===== src/rtl/cwdp_pkg.sv =====
`timescale 1ns/1ps
// cwdp_pkg: shared constants and types for the control-word datapath.
// Assumes a fixed 16-bit control word with 3-bit register selects.
package cwdp_pkg;
    localparam int SEL_W = 3;
    localparam int FS_W  = 4;
    localparam int CW_W  = 3 * SEL_W + FS_W + 3;

    // Control word fields, most significant first.
    typedef struct packed {
        logic [SEL_W-1:0] dst_sel;
        logic [SEL_W-1:0] a_sel;
        logic [SEL_W-1:0] b_sel;
        logic             b_from_const;
        logic [FS_W-1:0]  func;
        logic             d_from_ext;
        logic             wr_en;
    } ctrl_word_t;

    typedef enum logic [1:0] {
        SH_PASS  = 2'b00,
        SH_RIGHT = 2'b01,
        SH_LEFT  = 2'b10,
        SH_CLEAR = 2'b11
    } shift_op_e;
endpackage


===== src/rtl/cwdp_regbank.sv =====
`timescale 1ns/1ps
// cwdp_regbank: 2**SEL_W registers, two asynchronous read ports and one
// synchronous write port. Assumes a synchronous active-low reset to zero.
module cwdp_regbank #(
    parameter int DATA_W = 16,
    parameter int SEL_W  = 3
) (
    input  logic              clk,
    input  logic              rst_n,
    input  logic              wr_en,
    input  logic [SEL_W-1:0]  wr_sel,
    input  logic [DATA_W-1:0] wr_data,
    input  logic [SEL_W-1:0]  rd_a_sel,
    input  logic [SEL_W-1:0]  rd_b_sel,
    output logic [DATA_W-1:0] rd_a_data,
    output logic [DATA_W-1:0] rd_b_data
);
    localparam int REG_N = 1 << SEL_W;

    logic [REG_N-1:0][DATA_W-1:0] reg_view;

    for (genvar gi = 0; gi < REG_N; gi++) begin : g_reg
        logic [DATA_W-1:0] q;
        // Hold, clear or load one register.
        always_ff @(posedge clk) begin
            if (!rst_n)
                q <= '0;
            else if (wr_en && (wr_sel == SEL_W'(gi)))
                q <= wr_data;
        end
        assign reg_view[gi] = q;
    end

    // Asynchronous read ports.
    assign rd_a_data = reg_view[rd_a_sel];
    assign rd_b_data = reg_view[rd_b_sel];
endmodule


===== src/rtl/cwdp_alu.sv =====
`timescale 1ns/1ps
// cwdp_alu: adder-based arithmetic section and bitwise logic section.
// func[3]=0 selects arithmetic: func[2:1] picks the addend (0, B, ~B, ones)
// and func[0] is the carry in. func[3]=1 selects logic by func[1:0].
// Codes 0000 and 0111 are transfers, so carry and overflow are masked.
module cwdp_alu #(
    parameter int DATA_W = 16
) (
    input  logic [3:0]        func,
    input  logic [DATA_W-1:0] op_a,
    input  logic [DATA_W-1:0] op_b,
    output logic [DATA_W-1:0] result,
    output logic              carry,
    output logic              ovfl
);
    localparam int MSB = DATA_W - 1;

    logic [DATA_W-1:0] addend;
    logic [DATA_W:0]   sum;
    logic [DATA_W-1:0] logic_res;
    logic              arith_active;

    // Choose the addend for the arithmetic section.
    always_comb begin
        unique case (func[2:1])
            2'b00:   addend = '0;
            2'b01:   addend = op_b;
            2'b10:   addend = ~op_b;
            default: addend = '1;
        endcase
    end

    assign sum = {1'b0, op_a} + {1'b0, addend} + {{DATA_W{1'b0}}, func[0]};

    // Bitwise logic section.
    always_comb begin
        unique case (func[1:0])
            2'b00:   logic_res = op_a & op_b;
            2'b01:   logic_res = op_a | op_b;
            2'b10:   logic_res = op_a ^ op_b;
            default: logic_res = ~op_a;
        endcase
    end

    assign arith_active = !func[3] && (func[2:0] != 3'b000) && (func[2:0] != 3'b111);

    // Select the section output and form carry and overflow.
    always_comb begin
        result = func[3] ? logic_res : sum[MSB:0];
        carry  = arith_active && sum[DATA_W];
        ovfl   = arith_active && (op_a[MSB] == addend[MSB]) && (sum[MSB] != op_a[MSB]);
    end
endmodule


===== src/rtl/cwdp_shifter.sv =====
`timescale 1ns/1ps
// cwdp_shifter: pass, shift right by one, shift left by one, or clear.
// Vacated bits fill with zero.
module cwdp_shifter #(
    parameter int DATA_W = 16
) (
    input  cwdp_pkg::shift_op_e op,
    input  logic [DATA_W-1:0]   din,
    output logic [DATA_W-1:0]   dout
);
    import cwdp_pkg::*;

    logic [DATA_W-1:0] right_v;
    logic [DATA_W-1:0] left_v;

    for (genvar gi = 0; gi < DATA_W; gi++) begin : g_bit
        if (gi == DATA_W - 1) begin : g_top
            assign right_v[gi] = 1'b0;
        end else begin : g_mid
            assign right_v[gi] = din[gi+1];
        end
        if (gi == 0) begin : g_bot
            assign left_v[gi] = 1'b0;
        end else begin : g_low
            assign left_v[gi] = din[gi-1];
        end
    end

    // Pick the shifted form.
    always_comb begin
        unique case (op)
            SH_PASS:  dout = din;
            SH_RIGHT: dout = right_v;
            SH_LEFT:  dout = left_v;
            default:  dout = '0;
        endcase
    end
endmodule


===== src/rtl/cwdp_func_unit.sv =====
`timescale 1ns/1ps
// cwdp_func_unit: combines the ALU and the shifter. Codes with func[3:2]=11
// use the shifter on B; all others use the ALU. Produces the V, C, N, Z flags.
module cwdp_func_unit #(
    parameter int DATA_W = 16
) (
    input  logic [3:0]        func,
    input  logic [DATA_W-1:0] op_a,
    input  logic [DATA_W-1:0] op_b,
    output logic [DATA_W-1:0] result,
    output logic              v,
    output logic              c,
    output logic              n,
    output logic              z
);
    import cwdp_pkg::*;

    logic [DATA_W-1:0] alu_res;
    logic [DATA_W-1:0] sh_res;
    logic              alu_c;
    logic              alu_v;
    logic              use_shift;

    cwdp_alu #(.DATA_W(DATA_W)) u_alu (
        .func   (func),
        .op_a   (op_a),
        .op_b   (op_b),
        .result (alu_res),
        .carry  (alu_c),
        .ovfl   (alu_v)
    );

    cwdp_shifter #(.DATA_W(DATA_W)) u_shifter (
        .op   (shift_op_e'(func[1:0])),
        .din  (op_b),
        .dout (sh_res)
    );

    assign use_shift = (func[3:2] == 2'b11);

    // Select the unit output and derive the status flags.
    always_comb begin
        result = use_shift ? sh_res : alu_res;
        v      = !use_shift && alu_v;
        c      = !use_shift && alu_c;
        n      = result[DATA_W-1];
        z      = (result == '0);
    end
endmodule


===== src/rtl/cw_datapath.sv =====
`timescale 1ns/1ps
// cw_datapath: single-cycle datapath driven by one control word per clock.
// Assumes the control word is stable around the rising edge; the flags and
// both buses are combinational from the current word and register contents.
module cw_datapath #(
    parameter int DATA_W = 16
) (
    input  logic                       clk,
    input  logic                       rst_n,
    input  logic [cwdp_pkg::CW_W-1:0]  ctrl_word,
    input  logic [DATA_W-1:0]          const_in,
    input  logic [DATA_W-1:0]          data_in,
    output logic [DATA_W-1:0]          addr_out,
    output logic [DATA_W-1:0]          data_out,
    output logic                       flag_v,
    output logic                       flag_c,
    output logic                       flag_n,
    output logic                       flag_z
);
    import cwdp_pkg::*;

    ctrl_word_t        cw;
    logic [DATA_W-1:0] bus_a;
    logic [DATA_W-1:0] reg_b;
    logic [DATA_W-1:0] bus_b;
    logic [DATA_W-1:0] fu_res;
    logic [DATA_W-1:0] bus_d;

    assign cw = ctrl_word_t'(ctrl_word);

    cwdp_regbank #(.DATA_W(DATA_W), .SEL_W(SEL_W)) u_regbank (
        .clk       (clk),
        .rst_n     (rst_n),
        .wr_en     (cw.wr_en),
        .wr_sel    (cw.dst_sel),
        .wr_data   (bus_d),
        .rd_a_sel  (cw.a_sel),
        .rd_b_sel  (cw.b_sel),
        .rd_a_data (bus_a),
        .rd_b_data (reg_b)
    );

    // Second-operand source select.
    assign bus_b = cw.b_from_const ? const_in : reg_b;

    cwdp_func_unit #(.DATA_W(DATA_W)) u_func_unit (
        .func   (cw.func),
        .op_a   (bus_a),
        .op_b   (bus_b),
        .result (fu_res),
        .v      (flag_v),
        .c      (flag_c),
        .n      (flag_n),
        .z      (flag_z)
    );

    // Write-back source select.
    assign bus_d = cw.d_from_ext ? data_in : fu_res;

    assign addr_out = bus_a;
    assign data_out = bus_b;
endmodule


===== config.mk =====
export PLATFORM = sky130hd
export DESIGN_NAME = cw_datapath
export DESIGN_NICKNAME = d
export VERILOG_FILES = /design/src/rtl/cwdp_pkg.sv /design/src/rtl/cwdp_regbank.sv /design/src/rtl/cwdp_alu.sv /design/src/rtl/cwdp_shifter.sv /design/src/rtl/cwdp_func_unit.sv /design/src/rtl/cw_datapath.sv
export SDC_FILE = /design/constraint.sdc
export NUM_CORES = 1
export LEC_CHECK = 0
export ABC_AREA = 1
export BUFFER_PORTS_ARGS = -buffer_cell sky130_fd_sc_hd__buf_2
export CELL_PAD_IN_SITES_DETAIL_PLACEMENT = 0
export CELL_PAD_IN_SITES_GLOBAL_PLACEMENT = 1
export CORE_MARGIN = 3
export CORE_UTILIZATION = 43
export CTS_CLUSTER_SIZE = 28
export DETAILED_ROUTE_END_ITERATION = 16
export GPL_ROUTABILITY_DRIVEN = 0
export PLACE_DENSITY_LB_ADDON = 0.1
export RECOVER_POWER = 100
export SETUP_SLACK_MARGIN = 0.05
export SLEW_MARGIN = 20
export SYNTH_ARGS = -nofsm -noshare
export SYNTH_HDL_FRONTEND = slang
export SYNTH_SLANG_ARGS = --single-unit
export TNS_END_PERCENT = 50

===== constraint.sdc =====
create_clock -name clk -period 3.4 [get_ports clk]
set_input_delay 0.17 -clock clk [delete_from_list [all_inputs] [get_ports clk]]
set_output_delay 0.17 -clock clk [all_outputs]
set_load 0.01 [all_outputs]

# Word-level counts from Yosys, hierarchy flattened
# Index checks and enable logic that the tools add are counted.
# Widths: inputs -> output; s select.
[word_totals]
out_inout_bits = 36
word_cells = 65
in_bits = 50
register_bits = 128
[classes]
reduce_logical = 22
n_mux = 11
bitwise = 5
add_sub_neg = 2
n_eq_ne = 15
n_lt_le_gt_ge = 2
[ops]
columns = ["cell", "count"]
rows = [
  ["$pmux 16 s3", 3],
  ["$bmux 16 s3", 2],
  ["$mux 16", 6],
  ["$not 16->16", 2],
  ["$add 16x16->17", 1],
  ["$add 17x1->17", 1],
  ["$and 16x16->16", 1],
  ["$logic_not 16->1", 1],
  ["$or 16x16->16", 1],
  ["$xor 16x16->16", 1],
  ["$logic_and 1x1->1", 15],
  ["$eq 3x3->1 const B", 4],
  ["$lt 3x4->1 const B", 2],
  ["$eq 2x2->1 const B", 3],
  ["$eq 3x2->1 const B", 2],
  ["$eq 2x1->1 const B", 2],
  ["$logic_not 2->1", 2],
  ["$eq 3x1->1 const B", 1],
  ["$logic_not 3->1", 1],
  ["$ne 3x3->1 const B", 1],
  ["$reduce_bool 3->1", 1],
  ["$logic_not 1->1", 2],
  ["$eq 1x1->1", 1],
  ["$ne 1x1->1", 1],
]

# Logic depth before layout (Yosys ltp)
# Gate-level depths: netlist of run 1.
[depth]
depth_word = 10
ltp_mapped = 28
ltp_nobuf = 26

# Cells and area by module
# From an unflattened synthesis of run 1, not the netlist that was laid out.
[unflattened]
cells_unflattened = 1993
hier_area_um2 = 10976.8
[by_module_without_submodules]
columns = ["module", "cells_per_inst", "seq_area_each_um2", "area_each_um2", "instances"]
rows = [
  ["cwdp_regbank", 1293, 2562.5, 7362.1, 1],
  ["cwdp_alu", 412, 0.0, 2279.7, 1],
  ["cwdp_func_unit", 112, 0.0, 486.7, 1],
  ["cw_datapath", 104, 0.0, 461.7, 1],
  ["cwdp_shifter", 72, 0.0, 386.6, 1],
]

# Least setup slack after synthesis of run 1
# OpenSTA, ideal clock, no wires.
[synth_path]
path_kind = "input to output"
from = "input port ctrl_word[9] (netlist bit)"
to = "output port flag_z"
t_required_ps = 3230
stages = 25
path_buffers = 2
arrival_ps = 3060
path_slack_ps = 170
path_cell_list = "buf_2 > inv_1 > buf_2 > nand3_1 > nand3_1 > nand2_1 > nand2_1 > o21ai_0 > fa_1 > fa_1 > nand3_1 > nand2_1 > nand2_1 > nand2_1 > nand2_1 > nand3b_1 > nand3_1 > nand2_1 > nand2_1 > nand2_1 > inv_1 > nand2_1 > nor2_1 > nand2_1 > nor2_1"
[synth_via]
elab_chain_len = 10
word_cells_on_any_way = 15
cone_classes = "add/sub: 2; mux: 8; bitwise: 4; reduce/logical: 1"
[synth_rtl]
columns = ["item", "line", "rtl"]
rows = [
  ["start: declaration", "cw_datapath.sv:10", "input logic [cwdp_pkg::CW_W-1:0] ctrl_word,"],
  ["$bmux 16 s3 *", "cwdp_regbank.sv:36", "assign rd_b_data = reg_view[rd_b_sel];"],
  ["$mux 16 (not written as such) *", "cwdp_regbank.sv:36", ""],
  ["$mux 16 *", "cw_datapath.sv:44", "assign bus_b = cw.b_from_const ? const_in : reg_b;"],
  ["via data_out[0]", "cw_datapath.sv:14", "output logic [DATA_W-1:0] data_out,"],
  ["$not 16->16", "cwdp_alu.sv:28", "2'b10: addend = ~op_b;"],
  ["$pmux 16 s3", "cwdp_alu.sv:25", "unique case (func[2:1])"],
  ["$add 16x16->17", "cwdp_alu.sv:33", "assign sum = {1'b0, op_a} + {1'b0, addend} + {{DATA_W{1'b0}}, func[0]};"],
  ["$add 17x1->17", "cwdp_alu.sv:33", ""],
  ["$mux 16", "cwdp_alu.sv:49", "result = func[3] ? logic_res : sum[MSB:0];"],
  ["$mux 16 *", "cwdp_func_unit.sv:43", "result = use_shift ? sh_res : alu_res;"],
  ["$logic_not 16->1 *", "cwdp_func_unit.sv:47", "z = (result == '0);"],
  ["end: declaration", "cw_datapath.sv:18", "output logic flag_z"],
]
# Mark *: on every way through the listed nets, which the timed path passes. The rest lies on a longest branch. The select of a mux whose other input is x is not followed.

# Worst setup path after layout of run 1
[layout_path]
from = "register u_regbank.g_reg[6].q[0]"
to = "output port flag_z"
[layout_via]
elab_chain_len = 10
word_cells_on_any_way = 18
cone_classes = "add/sub: 2; mux: 10; bitwise: 5; reduce/logical: 1"
[layout_rtl]
columns = ["item", "line", "rtl"]
rows = [
  ["start: declaration", "cwdp_regbank.sv:23", "logic [DATA_W-1:0] q;"],
  ["start signal: assignment", "cwdp_regbank.sv:29", "q <= wr_data;"],
  ["$bmux 16 s3", "cwdp_regbank.sv:36", ""],
  ["$mux 16 (not written as such)", "cwdp_regbank.sv:36", ""],
  ["$mux 16", "cw_datapath.sv:44", ""],
  ["$not 16->16", "cwdp_alu.sv:28", ""],
  ["$pmux 16 s3", "cwdp_alu.sv:25", ""],
  ["$add 16x16->17", "cwdp_alu.sv:33", ""],
  ["$add 17x1->17", "cwdp_alu.sv:33", ""],
  ["$mux 16", "cwdp_alu.sv:49", ""],
  ["$mux 16 *", "cwdp_func_unit.sv:43", ""],
  ["$logic_not 16->1 *", "cwdp_func_unit.sv:47", ""],
]
# Every way passes the cells marked *; elsewhere a longest branch is shown, timed or not. The select of a mux whose other input is x is not followed.

==> flow_summary.yaml, run 1 <==
clocking:
  numCtsBuffers: 17
  cts_tree: "yes"
  cts_root_buf: "clkbuf_16"
  ctsHoldBuffers: 0
  cts_sinks: 128
  cts_max_path_buffers: 2
  clk_latency_ps: 420
  clock_tree.htree_level_count: 4
  clkSlewWorstSetupHoldPaths_ps: 60
die:
  design.core.area_um2: 22900
  start_util_pct: 44.2
  fp.dieW_um: 159
  die_area_um2: 25400
  ios: 86
  fp-row-count: 55
  fp.dieH_um: 159
synth:
  synthSimpleGateAreaFrac_pct: 29.0
  yosys_warnings: 0
  syn_inst: 1670
  synthXorXnorAreaFrac_pct: 0
  synth_fa_ha_area_share_pct: 6.20
  synth_nets: 1769
  ys_ff_latch: 128
  synth_top_area_share_pct: 25.3
  ys_seq_area_share_pct: 25.3
  synth_compound_area_share_pct: 25.0
  ys_types: 32
  synth.avg_cell_area_um2: 6.06
  synth_area_leaders: "dfxtp_1, nand2_1, o21ai_0"
  synth_top_family_by_area: "simple AND/OR/NAND/NOR gates"
  netlist_area_um2: 10100
  muxShareOfSynthArea_pct: 0.889
  yosysTopAreaCell: "dfxtp_1"
global_routing:
  grt-ovfl-total: 0
  track_usage_pct: 29.1
  antenna_found_initial: 0
  grt_pass1_wl_um: 59500
  grt_pass1_vias: 10600
  grt_max_degree: 74
worst_setup_path:
  reg2reg_setup_slack_ps: 260
  cp_slowest_cell: "dfxtp_1"
  worstPathCellList: "o211ai_1, nand3_1, nand3_2, nand2_2, buf_4, buf_4, buf_4, buf_4, buf_4, buf_4, inv_2, ha_4, o21ai_2, o211ai_1, nand2_1, inv_1, nand2_1, nand2_1, a21oi_2, nand2_2, nor2_2, nand2_1, nor2_2, buf_2"
  crit_fanout: 5
  slowest_delay_ps: 320
  critical_path_class: "reg2out"
  required_ps: 3230
  r2r_end: "u_regbank.g_reg[2].q[4]$_SDFFE_PN0P_"
  endpoint_kind: "primary output"
  rr_worst_depth: 19
  cpMostUsedCell: "buf_4"
  reg2reg_from: "u_regbank.g_reg[6].q[0]$_SDFFE_PN0P_"
  start_kind: "flop"
  crit_arrival_ps: 3350
sta:
  setup_tns_ps: -117
  finalCritPeriodShare_pct: 103
  maxSlewViolCount: 0
  timing.fmax_mhz: 284
  finalClockSkew_ps: 11.9
  hold_ws_ps: 148
  post-route-worst-setup-slack_ps: -117
  worstMarginPinSlew_ps: 975
  max-slew-margin-rel_pct: 35.0
  finalHoldViolations: 0
  rsz0062_at_grt: "true"
  period_needed_ps: 3520
  setup_violations: 1
route:
  routed_wirelength_um: 38100
  first_pass_iters: 7
  vias_per_cell: 5.36
  drc_errors: 0
  vias: 11700
  drtIter0Drc: 1154
  routedWlPerCell_um: 17.5
  ant_nets: 0
power:
  power.density_nw_per_um2: 417
  ir_worst_vdd_mv: 0.291
  p_leak_uw: 0.00627
worst_hold_path:
  hold_class: "in2reg"
  hold_depth: 3
  hold_start: "data_in[4]"
  hold_end: "u_regbank.g_reg[6].q[4]$_SDFFE_PN0P_"
run:
  drv_cap: 0
final_layout:
  final_cell_mix: "nand2_1, inv_1, o21ai_0"
  fin_nets: 1945
  final_area_um2: 13000
  nFillCells: 2365
  final_common_cell: "nand2_1"
  largest_reg_flops: 128
  antennaDiodeCount: 0
  multi_input_area_um2: 6600
  reg_top3: "u_regbank.g.q x128"
  fin_util_pct: 56.8
  register_area_um2: 2570
  area_growth_pct: 28.6
  drive_gt1_share_pct: 24.8
  regMostFlops: "u_regbank.g.q"
status:
  status: "finished with violations"
  violations: "negative setup slack"
placed_design:
  io_buffers: 85
  placed_area_um2: 11800
  place_hpwl_um: 27400
  preCtsSetupSlack_ps: -187
[through the flow]
stage | instances | power [uW]
6_report | 2172 | 5430
5_1_grt | 2172 | 5700
4_1_cts | 2163 | 5330
3_5_place_dp | 2122 | 3240
3_3_place_gp | 2122 | 3240
2_1_floorplan | 1670 | 2540
[cells in the mapped netlist]
cell / number
nand3_1: 157
o211ai_1: 31
buf_2: 34
ha_1: 47
buf_1: 4
nor2_4: 1
buf_4: 9
o2111a_1: 1
or2_0: 2
nand3b_1: 3
o21bai_1: 2
or2_2: 17
inv_2: 5
buf_6: 9
inv_1: 219
mux2i_4: 4
dfxtp_1: 128
a21oi_2: 10
nor3_1: 2
o2111ai_1: 4
and3_1: 1
nand3_2: 1
nor2_1: 60
o21ai_2: 18
nand4_1: 2
nand2_1: 431
o21ai_1: 11
nand2_2: 18
clkbuf_1: 49
a21oi_1: 180
fa_1: 2
o21ai_0: 208
[per-layer routing]
metal	track usage (%)	part of all wire, %	vias to the layer above
met4	7.00	1.9	0
met2	45.3	44	393
met3	3.85	6.4	43
met5	0	0	-
met1	42.6	48	5406
li1	-	-	5809
[area by class of cell]
type | instances | share of cell area, %
clock inverter | 13 | 1.61
clock buffer | 19 | 3.32
inverter | 224 | 6.46
multi-input combinational | 1213 | 50.7
timing repair buffer | 262 | 15.2
tap | 313 | 3.01
sequential | 128 | 19.7
[cell families (layout without fill, tap and decap cells)]
kind of cell,count (synthesis),after routing
multiplexers,4,4
adder cells (fa/ha/maj),49,49
AND/OR/NAND/NOR,695,695
AO/OA/AOI/OAI,465,465
buffers and inverters,329,518
flip-flops,128,128
[critical path: cells and delay by family (launching register included)]
| family | cells | cell delay, ps |
|---|---|---|
| and+or+nand+nor | 10 | 890 |
| adders and majority gates | 1 | 190 |
| buffers and inverters | 9 | 1000 |
| AOI/OAI and AO/OA | 4 | 500 |
| DFF | 1 | 320 |
[worst max path at each step]
stage / end / depth (start not counted) / from
after detailed placement: flag_z / 27 / ctrl_word[7]
after floorplan: flag_z / 25 / ctrl_word[9]
after global placement: flag_z / 27 / ctrl_word[7]
after global routing: flag_z / 24 / u_regbank.g_reg[4].q[12]$_SDFFE_PN0P_
final: flag_z / 24 / u_regbank.g_reg[6].q[0]$_SDFFE_PN0P_
after CTS: flag_z / 25 / u_regbank.g_reg[1].q[0]$_SDFFE_PN0P_
[timing repair]
item / CTS / global route
buffers inserted: 9 / 9
pin swaps: 18 / 47
setup endpoints to repair: 15 / 69
cloned: 0 / 0
resized for setup: 44 / 81
[power breakdown]
part           leakage (uW)  switching, uW  internal (uW)
clock              0.000308            730           1300
combinational       0.00492           1070            741
sequential          0.00104           31.6           1550
(Power assumes the default switching activity.)
==> run 2, diff against run 1 <==
--- a/config.mk
+++ b/config.mk
@@ -10,7 +10,7 @@
 export CELL_PAD_IN_SITES_DETAIL_PLACEMENT = 0
 export CELL_PAD_IN_SITES_GLOBAL_PLACEMENT = 1
 export CORE_MARGIN = 3
-export CORE_UTILIZATION = 43
+export CORE_UTILIZATION = 46
 export CTS_CLUSTER_SIZE = 28
 export DETAILED_ROUTE_END_ITERATION = 16
 export GPL_ROUTABILITY_DRIVEN = 0
==> constraint.sdc (replaced) <==
create_clock -name clk -period 4.5 [get_ports clk]
set_input_delay 0.225 -clock clk [delete_from_list [all_inputs] [get_ports clk]]
set_output_delay 0.225 -clock clk [all_outputs]
set_load 0.01 [all_outputs]
==> flow_summary.yaml, run 2 (synthesized netlist as in run 1, its figures left out) <==
global_routing:
  grt-ovfl-total: 0
  grt_pass1_wl_um: 56000
  grt_pass1_vias: 9997
  grt_max_degree: 66
  antenna_found_initial: 0
  track_usage_pct: 29.5
final_layout:
  fin_util_pct: 52.3
  antennaDiodeCount: 0
  largest_reg_flops: 128
  final_common_cell: "nand2_1"
  final_area_um2: 11200
  fin_nets: 1809
  reg_top3: "u_regbank.g.q x128"
  fin_cells: 1996
  regMostFlops: "u_regbank.g.q"
  drive_gt1_share_pct: 12.0
  area_growth_pct: 10.3
  final_cell_mix: "nand2_1, inv_1, o21ai_0"
  nFillCells: 2253
route:
  drc_errors: 0
  first_pass_iters: 5
  drtIter0Drc: 998
  vias: 11000
  vias_per_cell: 5.49
  ant_nets: 0
  routedWlPerCell_um: 18.1
  routed_wirelength_um: 36000
worst_hold_path:
  hold_class: "in2reg"
  hold_depth: 6
sta:
  setup_violations: 0
  worstMarginPinSlew_ps: 1270
  finalClockSkew_ps: 7.02
  finalCritPeriodShare_pct: 90.9
  hold_ws_ps: 331
  maxSlewViolCount: 0
  finalHoldViolations: 0
  max-slew-margin-rel_pct: 14.4
  timing.fmax_mhz: 245
  rsz0062_at_grt: "false"
  period_needed_ps: 4090
  setup_tns_ps: 0
run:
  drv_cap: 0
power:
  p_leak_uw: 0.00540
  power.density_nw_per_um2: 321
  ir_worst_vdd_mv: 0.253
clocking:
  cts_root_buf: "clkbuf_16"
  cts_tree: "yes"
  ctsHoldBuffers: 0
  clock_tree.htree_level_count: 4
  clkSlewWorstSetupHoldPaths_ps: 60
  cts_max_path_buffers: 2
  cts_sinks: 128
  numCtsBuffers: 17
  clk_latency_ps: 410
worst_setup_path:
  rr_worst_depth: 19
  crit_family: "simple AND/OR/NAND/NOR gates"
  path_buf_inv: 3
  cp_slowest_cell: "buf_2"
  required_ps: 4280
  worstPathCellList: "buf_2, buf_4, nand2_1, nand3_1, nand3_1, nand3_1, nand2_2, o21ai_0, ha_1, nand3_1, nand3_1, nand2_1, nand3_1, nand2_1, nand3_1, nand3_1, nand2_1, nor2_1, nand2_1, nor2_1, nand2_1, nor2_1, clkbuf_1"
  endpoint_kind: "primary output"
  cpMostUsedCell: "nand3_1"
  crit_fanout: 27
  slowest_delay_ps: 440
  critical_path_class: "in2out"
  crit_arrival_ps: 3860
  start_kind: "input port"
  cp_num_cells: 23
die:
  start_util_pct: 47.4
  fp.dieW_um: 154
  die_area_um2: 23800
  fp-row-count: 53
  fp.dieH_um: 154
  design.core.area_um2: 21400
  ios: 86
placed_design:
  dp_cells: 1965
  placed_area_um2: 10700
  place_hpwl_um: 25000
  io_buffers: 85
status:
  status: "complete, no violations"
## run 2: cell count changes in the layout (fill, tap and decap cells not counted), moves of 7 or more
| cell | change |
|---|---|
| nand3_2 | -18 |
| buf_12 | -17 |
| o21ai_2 | -14 |
| nand2_1 | +29 |
| buf_4 | -114 |
| nand2_2 | -22 |
| inv_1 | +9 |
| a21oi_1 | +19 |
| nand2_4 | -7 |
| o21ai_0 | +22 |
| nand3_1 | +21 |
| inv_2 | -9 |
| a21oi_2 | -18 |
## run 2: what timing repair did
item                                    4_1_cts  5_1_grt
setup buffers                                 0        1
gates resized for setup                       0        7
endpoints found under the setup margin        0        1
## run 2: layer usage
metal  track usage [%]  vias up  wire length (um)
met5                 0        -                 0
li1                  -     5507                 -
met1              42.8     4964             16900
met2              46.1      443             15600
met4              8.20        0               870
met3              4.03       51              2660
## run 2: power breakdown
| group | switching (uW) | leakage [uW] | internal, uW |
|---|---|---|---|
| clock | 505 | 0.000285 | 882 |
| sequential | 23.2 | 0.00104 | 1170 |
| combinational | 693 | 0.00407 | 314 |
| total | 1220 | 0.00540 | 2370 |
## run 2: worst register-to-register path: stages (launching register included)
cell and delay, ps:
dfxtp_1 330, inv_1 70, nand2_1 50, o211ai_1 70
nand2_1 90, inv_1 30, o21ai_0 720, ha_1 430
nand2_1 110, nand3_1 180, nand3_1 130, nand3_1 160
nor2_1 140, nor2_1 50, nand2_1 70, nand2_1 50
nand2_1 50, nand2_1 100, mux2i_1 750, a21oi_1 140
## run 2: final timing paths
path	slack, ps	startpoint	end
hold reg to reg	550	u_regbank.g_reg[6].q[15]$_SDFFE_PN0P_	u_regbank.g_reg[6].q[15]$_SDFFE_PN0P_
hold / removal	330	ctrl_word[14]	u_regbank.g_reg[0].q[1]$_SDFFE_PN0P_
setup reg to reg	620	u_regbank.g_reg[7].q[2]$_SDFFE_PN0P_	u_regbank.g_reg[0].q[11]$_SDFFE_PN0P_
setup / recovery	410	ctrl_word[7]	flag_z
## run 2: area by class of cell
cell class / count / area (um2) / area share (%)
inverters: 224 / 841 / 7.52
well taps: 275 / 344 / 3.08
clock inverters: 5 / 77.6 / 0.694
clock buffers: 25 / 505 / 4.52
multi-input cells: 1213 / 6110 / 54.6
flip-flops and latches: 128 / 2560 / 22.9
repair buffers: 126 / 738 / 6.61
## run 2: per-stage QoR
step	power, uW	setup WS (ps)
final	3590	411
after global routing	3780	37.2
after CTS	3610	289
after detailed placement	2230	470
after global placement	2230	469
after floorplan	1920	1160
